## config.mk

```make
export PLATFORM = sky130hd
export DESIGN_NAME = rdy_aggregator
export DESIGN_NICKNAME = d
export VERILOG_FILES = /design/src/rtl/rdy_agg_pkg.sv /design/src/rtl/rdy_sync.sv /design/src/rtl/rdy_regs.sv /design/src/rtl/rdy_combine.sv /design/src/rtl/rdy_aggregator.sv
export SDC_FILE = /design/constraint.sdc
export NUM_CORES = 1
export LEC_CHECK = 0
export CORE_ASPECT_RATIO = 0.9
export CORE_MARGIN = 2
export CORE_UTILIZATION = 50
export CTS_BUF_LIST = sky130_fd_sc_hd__clkbuf_8
export CTS_CLUSTER_SIZE = 28
export DETAILED_ROUTE_END_ITERATION = 8
export MAX_ROUTING_LAYER = met4
export PLACE_DENSITY = 0.86
export SYNTH_ARGS = -nofsm -noshare
export SYNTH_HDL_FRONTEND = slang
export SYNTH_HIERARCHICAL = 1
export SYNTH_SLANG_ARGS = --single-unit
```

## constraint.sdc

```tcl
create_clock -name clk_i -period 1.2 [get_ports clk_i]
set_input_delay 0.12 -clock clk_i [delete_from_list [all_inputs] [get_ports clk_i]]
set_output_delay 0.12 -clock clk_i [all_outputs]
set_load 0.03 [all_outputs]
```

## src/rtl/rdy_agg_pkg.sv

```systemverilog
package rdy_agg_pkg;
  typedef struct packed {
    logic pend;
    logic evt_mode;
  } mode_t;

  function automatic int unsigned n_bytes(int unsigned n_dev, int unsigned dw);
    return (n_dev + dw - 1) / dw;
  endfunction
endpackage

```

## src/rtl/rdy_sync.sv

```systemverilog
module rdy_sync #(
  parameter int unsigned W = 12
) (
  input  logic         clk_i,
  input  logic         rst_ni,
  input  logic [W-1:0] d_i,
  output logic [W-1:0] s_o,
  output logic [W-1:0] d_prev_o
);
  logic [W-1:0] s1_q, s2_q, s3_q;

  always_ff @(posedge clk_i or negedge rst_ni) begin
    if (!rst_ni) begin
      s1_q <= '0;
      s2_q <= '0;
      s3_q <= '0;
    end else begin
      s1_q <= d_i;
      s2_q <= s1_q;
      s3_q <= s2_q;
    end
  end

  assign s_o      = s2_q;
  assign d_prev_o = s3_q;
endmodule

```

## src/rtl/rdy_regs.sv

```systemverilog
module rdy_regs
  import rdy_agg_pkg::*;
#(
  parameter int unsigned N_DEV  = 12,
  parameter int unsigned DW     = 8,
  parameter int unsigned AW     = 3
) (
  input  logic             clk_i,
  input  logic             rst_ni,
  input  logic             card_rst_i,
  input  logic             wr_en_i,
  input  logic [AW-1:0]    addr_i,
  input  logic [DW-1:0]    wdata_i,
  input  logic [N_DEV-1:0] rdy_s_i,
  input  logic             rise_any_i,
  output logic [DW-1:0]    rdata_o,
  output logic [N_DEV-1:0] mask_o,
  output mode_t            mode_o
);
  localparam int unsigned NB   = n_bytes(N_DEV, DW);
  localparam int unsigned PADW = NB * DW;
  localparam int unsigned MODE_ADDR = 2 * NB;

  logic [N_DEV-1:0] mask_q, mask_d;
  mode_t            mode_q, mode_d;
  logic [PADW-1:0]  mask_pad, stat_pad, mask_wr;
  logic             mode_wr;

  always_comb begin
    mask_pad = '0;
    mask_pad[N_DEV-1:0] = mask_q;
    stat_pad = '0;
    stat_pad[N_DEV-1:0] = rdy_s_i;
  end

  always_comb begin
    mask_wr = mask_pad;
    for (int i = 0; i < NB; i++) begin
      if (wr_en_i && addr_i == AW'(i)) mask_wr[i*DW +: DW] = wdata_i;
    end
    mask_d = mask_wr[N_DEV-1:0];
  end

  assign mode_wr = wr_en_i && (addr_i == AW'(MODE_ADDR));

  always_comb begin
    mode_d = mode_q;
    if (mode_wr) begin
      mode_d.evt_mode = wdata_i[0];
      if (!wdata_i[1]) mode_d.pend = 1'b0;
    end
    // capture wins over a simultaneous clear
    if (mode_q.evt_mode && rise_any_i) mode_d.pend = 1'b1;
  end

  always_ff @(posedge clk_i or negedge rst_ni) begin
    if (!rst_ni) begin
      mask_q <= '0;
      mode_q <= '0;
    end else if (card_rst_i) begin
      mask_q <= '0;
      mode_q <= '0;
    end else begin
      mask_q <= mask_d;
      mode_q <= mode_d;
    end
  end

  always_comb begin
    rdata_o = '0;
    for (int i = 0; i < NB; i++) begin
      if (addr_i == AW'(i))      rdata_o = mask_pad[i*DW +: DW];
      if (addr_i == AW'(NB + i)) rdata_o = stat_pad[i*DW +: DW];
    end
    if (addr_i == AW'(MODE_ADDR)) rdata_o = DW'(mode_q);
  end

  assign mask_o = mask_q;
  assign mode_o = mode_q;
endmodule

```

## src/rtl/rdy_combine.sv

```systemverilog
module rdy_combine
  import rdy_agg_pkg::*;
#(
  parameter int unsigned N_DEV = 12
) (
  input  logic [N_DEV-1:0] rdy_s_i,
  input  logic [N_DEV-1:0] rdy_d_i,
  input  logic [N_DEV-1:0] mask_i,
  input  mode_t            mode_i,
  output logic             rise_any_o,
  output logic             card_rdy_o,
  output logic             any_masked_o,
  output logic             all_ready_o
);
  logic [N_DEV-1:0] counted_rdy;
  logic [N_DEV-1:0] rise_vec;

  for (genvar g = 0; g < N_DEV; g++) begin : g_dev
    assign counted_rdy[g] = rdy_s_i[g] | mask_i[g];
    assign rise_vec[g]    = rdy_s_i[g] & ~rdy_d_i[g] & ~mask_i[g];
  end

  assign rise_any_o   = |rise_vec;
  assign card_rdy_o   = mode_i.evt_mode ? mode_i.pend : &counted_rdy;
  assign any_masked_o = |mask_i;
  assign all_ready_o  = &rdy_s_i;
endmodule

```

## src/rtl/rdy_aggregator.sv

```systemverilog
module rdy_aggregator
  import rdy_agg_pkg::*;
#(
  parameter int unsigned N_DEV = 12,
  parameter int unsigned DW    = 8,
  parameter int unsigned AW    = 3
) (
  input  logic             clk_i,
  input  logic             rst_ni,
  input  logic             card_rst_i,
  input  logic [N_DEV-1:0] dev_rdy_i,
  input  logic             wr_en_i,
  input  logic [AW-1:0]    addr_i,
  input  logic [DW-1:0]    wdata_i,
  output logic [DW-1:0]    rdata_o,
  output logic             card_rdy_o,
  output logic             any_masked_o,
  output logic             all_ready_o
);
  logic [N_DEV-1:0] rdy_s, rdy_d, mask_q;
  mode_t            mode_q;
  logic             rise_any;

  rdy_sync #(.W(N_DEV)) u_sync (
    .clk_i    (clk_i),
    .rst_ni   (rst_ni),
    .d_i      (dev_rdy_i),
    .s_o      (rdy_s),
    .d_prev_o (rdy_d)
  );

  rdy_regs #(.N_DEV(N_DEV), .DW(DW), .AW(AW)) u_regs (
    .clk_i      (clk_i),
    .rst_ni     (rst_ni),
    .card_rst_i (card_rst_i),
    .wr_en_i    (wr_en_i),
    .addr_i     (addr_i),
    .wdata_i    (wdata_i),
    .rdy_s_i    (rdy_s),
    .rise_any_i (rise_any),
    .rdata_o    (rdata_o),
    .mask_o     (mask_q),
    .mode_o     (mode_q)
  );

  rdy_combine #(.N_DEV(N_DEV)) u_comb (
    .rdy_s_i      (rdy_s),
    .rdy_d_i      (rdy_d),
    .mask_i       (mask_q),
    .mode_i       (mode_q),
    .rise_any_o   (rise_any),
    .card_rdy_o   (card_rdy_o),
    .any_masked_o (any_masked_o),
    .all_ready_o  (all_ready_o)
  );
endmodule

```

Yosys cells after proc, flatten, opt, wreduce, memory -nomap -nowiden
Index checks and enable logic that the tools add are counted.

Word-level logic and storage cells: 99. Output and inout port bits: 11. Register bits: 50.

Multiplexer cells: 13. Bitwise gates (word level): 60. Reduce and logical (&&, ||, !) cells: 14. Equal/unequal tests: 5.

Operators by type and width (count): two-way mux 8 bit (6); AND 1 bit (24); NOT 1 bit (24); AND reduction 12 bit (2); OR reduction 12 bit (2); two-way mux 12 bit (1); OR 1 bit (12); == test 3 x 2 -> 1 bit (second input constant) (2); nonzero test 2 bit (3); logical AND 1 bit (4); two-way mux 2 bit (2); two-way mux 4 bit (1); == test 3 x 1 -> 1 bit (second input constant) (1); == test 3 bit (second input constant) (1); zero test 3 bit (1); two-way mux 1 bit (3); != test 3 x 2 -> 1 bit (second input constant) (1); nonzero test 3 bit (1); AND reduction 2 bit (1).

Depth between registers and ports, before layout
Depth in word-level cells: 7. Depth in mapped cells: 5. Gate-level depth less buffers: 5.

Modules after synthesis
Netlist, hierarchy kept.

Modules (own cells, without submodules): rdy_sync (cells each 36, seq. area each 900.9 um2, instances 1, area an instance 900.9 um2); rdy_regs (cells each 86, seq. area each 350.3 um2, instances 1, area an instance 835.8 um2); rdy_combine (cells each 35, seq. area each 0.0 um2, instances 1, area an instance 216.5 um2).

Worst setup path after synthesis
OpenSTA, ideal clock, no wires.

Kind: input-to-output. From: input addr_i[1]. To: output rdata_o[7]. Slack: -0.138 ns. Arrival time: 1.218 ns. Cell stages on the path: 4. Buffers on the path: 2. Data required time: 1.080 ns. Cells stage by stage: buf_4 buf_4 mux2i_1 nor3_1.

Word-level cells in the longest chain between the ends: 6. Elaborated cells between the ends (all ways): 10. Those cells by class: eq/ne: 4; mux: 5; reduce/logical: 1.

RTL lines: start: declaration (line rdy_aggregator.sv:13) `input logic [AW-1:0] addr_i,`; zero test 3 bit (line rdy_regs.sv:72) `if (addr_i == AW'(i)) rdata_o = mask_pad[i*DW +: DW];`; two-way mux 8 bit (line rdy_regs.sv:72); two-way mux 8 bit (line rdy_regs.sv:73) `if (addr_i == AW'(NB + i)) rdata_o = stat_pad[i*DW +: DW];`; two-way mux 8 bit (line rdy_regs.sv:72); two-way mux 8 bit (line rdy_regs.sv:73); two-way mux 8 bit (*) (line rdy_regs.sv:75) `if (addr_i == AW'(MODE_ADDR)) rdata_o = DW'(mode_q);`; end: declaration (line rdy_aggregator.sv:15) `output logic [DW-1:0] rdata_o,`.

Mark *: on every way between the ends. The rest lies on a longest branch, timed or not.

Final worst setup path
From: register u_sync.s2_q[9], in the netlist u_sync/s_o[9]. To: register, netlist name u_regs/mode_o[1].

Word-level cells in the longest chain between the ends: 6. Elaborated cells between the ends (all ways): 9. Those cells by class: eq/ne: 1; mux: 2; bitwise: 2; reduce/logical: 4.

RTL lines: start: declaration (line rdy_sync.sv:10) `logic [W-1:0] s1_q, s2_q, s3_q;`; start signal: assignment (line rdy_sync.sv:19) `s2_q <= s1_q;`; AND 1 bit (*) (2 in a row) (line rdy_combine.sv:20) `assign rise_vec[g] = rdy_s_i[g] & ~rdy_d_i[g] & ~mask_i[g];`; OR reduction 12 bit (*) (line rdy_combine.sv:23) `assign rise_any_o = |rise_vec;`; named net rise_any (line rdy_aggregator.sv:22) `logic rise_any;`; logical AND 1 bit (*) (line rdy_regs.sv:53) `if (mode_q.evt_mode && rise_any_i) mode_d.pend = 1'b1;`; != test 3 x 2 -> 1 bit (no line), or another cell as far along; AND reduction 2 bit (no line) / two-way mux 2 bit (equally long branches).

Mark *: on every way through the listed nets, which the timed path passes. The rest lies on a longest branch. A chain may end at the register's enable or synchronous reset.

==> metrics.md <==
| Metric | Value |
|---|---|
| Post-synthesis async set-or-reset flop share | 100% |
| Placed cell count | 270 |
| Iteration-0 DRC Markers | 218 |
| Reg2reg start | u_sync/s_o[9]$_DFF_PN0_ |
| Tmin final | 1.72 ns |
| Mapped Area | 1950 sq um |
| Status | finished with violations |
| TritonCTS clock tree | yes |
| Vias per cell | 6.20 |
| Area share of the largest cell type after synthesis | 64.1% |
| Fin nets | 270 |
| Most frequent cells in the layout | 49 x dfrtp_1, 35 x buf_4, 23 x buf_6, 22 x clkdlybuf4s50_1, 17 x nand2_1 |
| Crit-path max FO | 4 |
| Final setup viols | 15 |
| Number of flops mapped to enable cells by yosys | 0 |
| Core Region | 3730 sq um |
| Tightest Pin Transition | 0.462 ns |
| GRT Total Usage | 29.3% |
| CP startpoint kind | register |
| Violated checks | negative setup slack |
| Port bufs | 37 |
| Max-cap violations | 0 |
| First-pass GRT wire length | 9470 um |
| Initial core utilization | 52.3% |
| Leakage | 1.35 nW |
| Post-DRT Antenna Nets | 0 |
| Setup skew after layout | 0.00697 ns |
| R2r worst-path depth | 6 |
| Largest net degree at the start of global routing | 42 |
| Remaining DRCs | 0 |
| Share of cells above drive strength 1 | 40.3% |
| CTS Sinks | 50 |
| Most area-consuming cells after synthesis | dfrtp_1 64%, mux2i_1 6.7%, nand2_1 3.3% |
| Placed Area | 2640 sq um |
| CTS Buf Count | 5 |
| Unrepaired setup endpoints after global routing | yes |
| Gate Count Post-Synth | 157 |
| Skew-Pair Late Insertion Delay | 0.30 ns |
| Routability congestion estimate from global placement | 0.990 |
| Crit path kind | reg2reg |
| Final WS setup | -0.516 ns |
| Seq/Total Area, Yosys | 64.1% |
| Longest Clk Path Bufs | 2 |
| Number of fill cells in the layout | 180 |
| PwrDens | 1150 nW/um^2 |
| GR Overflow Total | 0 |
| Critical Path AT | 1.90 ns |
| Vias in the first global route | 1826 |
| F_max | 583 MHz |
| Io pins | 38 |
| Final hold vios | 0 |
| Via count | 1793 |
| Die Ht | 63.3 um |
| Peak VDD IR | 0.989 mV |
| Commonest non-fill, non-tap cell in the layout | dfrtp_1 |
| Yosys top cell by area | dfrtp_1 |
| Number of cell rows | 21 |
| Seq cells post-synth | 50 |
| Multi-input logic area | 822 sq um |
| Slew HR | 68.9% |
| WL per Instance | 22.3 um |
| Max stage delay on crit path | 0.46 ns |
| Unique masters post-synth | 26 |
| Drt total wl | 6450 um |
| CTS root buf | clkbuf_8 |
| Clk pin slew, worst setup/hold paths | 0.09 ns |
| Required @ worst endpoint | 1.39 ns |
| Post-Layout Cell Count | 289 |
| Mapped Nets | 184 |
| Synth warn | 6 |
| Max-slew violation count | 0 |
| Reg-to-reg endpoint | u_regs/mode_o[1]$_DFFE_PN0P_ |
| Slowest-stage cell, CP | nor4_1 |
| Syn_area_per_cell | 12.4 sq um |
| Period utilization | 143% |
| Initial antenna violation count | 0 |
| HPWL after detailed placement | 3660 um |
| Dominant register cell in the synthesized netlist | dfrtp_1 |
| Antenna cells | 0 |
| CTS H-tree depth | 2 |
| Final instance area | 3040 sq um |
| Die span in x | 69.9 um |
| Setup crit end kind | register |
| Worst path cell trace | buf_4, nor3b_1, nor4_1, nand4_1, nand2_1, a21oi_1 |
| Worst min path class | in2async |
| R2R Setup Slk | -0.52 ns |
| Area delta synth->final | 55.4% |
| Drt pass-1 iters | 5 |
| Die area | 4420 sq um |
| FF+latch area | 1250 sq um |
-- registers in the layout, indices dropped and copies added (netlist names) --
name and flops:
u_sync/s_o 12, u_sync/s1_q 12, u_regs/mask_o 12, u_regs/mode_o 2, u_sync/d_prev_o 12
-- metrics by stage --
| stage | power, mW | TNS (ns) | utilization [%] | setup slack, ns | hold slack [ns] |
|---|---|---|---|---|---|
| after floorplan | 2.00 | 0 | - | 0.00931 | -0.176 |
| after CTS | 3.43 | -3.23 | 77.9 | -0.442 | 0.218 |
| after global routing | 3.64 | -4.35 | 81.4 | -0.503 | 0.236 |
| after detailed placement | 2.28 | -13.68 | 70.7 | -0.919 | 0.00412 |
| after global placement | 2.26 | -12.13 | 70.7 | -0.824 | -0.00768 |
| final | 3.49 | -3.81 | 81.4 | -0.516 | 0.221 |
-- synth_stat cells (3+ instances only) --
cell type  number
a21oi_1         9
buf_2           3
dfrtp_1        50
mux2i_1        13
nand2_1        17
nand4_1         4
nor2_1         11
nor3_1          6
nor3b_1         8
nor4_1          5
o21ai_1         4
o22ai_1         6
-- routing by layer --
metal  part of all wire (%)  global-route usage (%)  vias to the layer above
met1                     36                    35.6                      864
li1                       -                       -                      744
met5                      0                       -                        -
met2                     50                    46.8                      145
met3                    8.6                    8.00                       40
met4                    4.8                    12.3                        0
-- repair_timing --
item                                    in CTS  in global routing
pin swaps                                    7                 10
hold buffers                                 1                  0
endpoints found under the hold margin       41                  0
setup buffers                                8                  3
endpoints found under the setup margin      25                 24
gates resized for setup                     55                 33
-- report_power, final --
group	internal, mW	total [mW]	switching [mW]
Sequential	1.75	1.80	0.0499
Clock	0.613	1.13	0.521
Combinational	0.286	0.555	0.270
-- worst max path at each step --
stage,to,startpoint,cells after the start,slack [ns]
after floorplan,rdata_o[3],u_sync/s_o[11]$_DFF_PN0_,2,0.009
after CTS,rdata_o[2],u_sync/s_o[2]$_DFF_PN0_,3,-0.44
final,u_regs/mode_o[1]$_DFFE_PN0P_,u_sync/s_o[9]$_DFF_PN0_,6,-0.52
after detailed placement,rdata_o[0],addr_i[1],6,-0.92
after global routing,card_rdy_o,u_regs/mask_o[9]$_DFFE_PN0P_,5,-0.50
after global placement,rdata_o[1],addr_i[1],6,-0.82
-- critical path: cells and delay by family (launching register included) --
kind,cells,cell delay (ns)
and+or+nand+nor,4,0.94
DFF,1,0.42
AOI/OAI and AO/OA,1,0.08
buffers and inverters,1,0.16
-- area by class of cell --
cell class | count | share of cell area [%]
clock buffers | 5 | 2.27
clock inverters | 2 | 1.28
multi-input cells | 100 | 27.1
repair buffers | 86 | 26.2
well taps | 46 | 1.90
flip-flops and latches | 50 | 41.3
-- kinds of logic (layout without fill, tap and decap cells) --
kind of cell,after synthesis,count (layout),synth area share (%)
AO/OA/AOI/OAI,25,25,7.56
buffers and inverters,7,93,1.92
flip-flops,50,50,64.1
multiplexers,15,15,8.97
AND/OR/NAND/NOR,60,60,17.5
(Power assumes the default switching activity.)
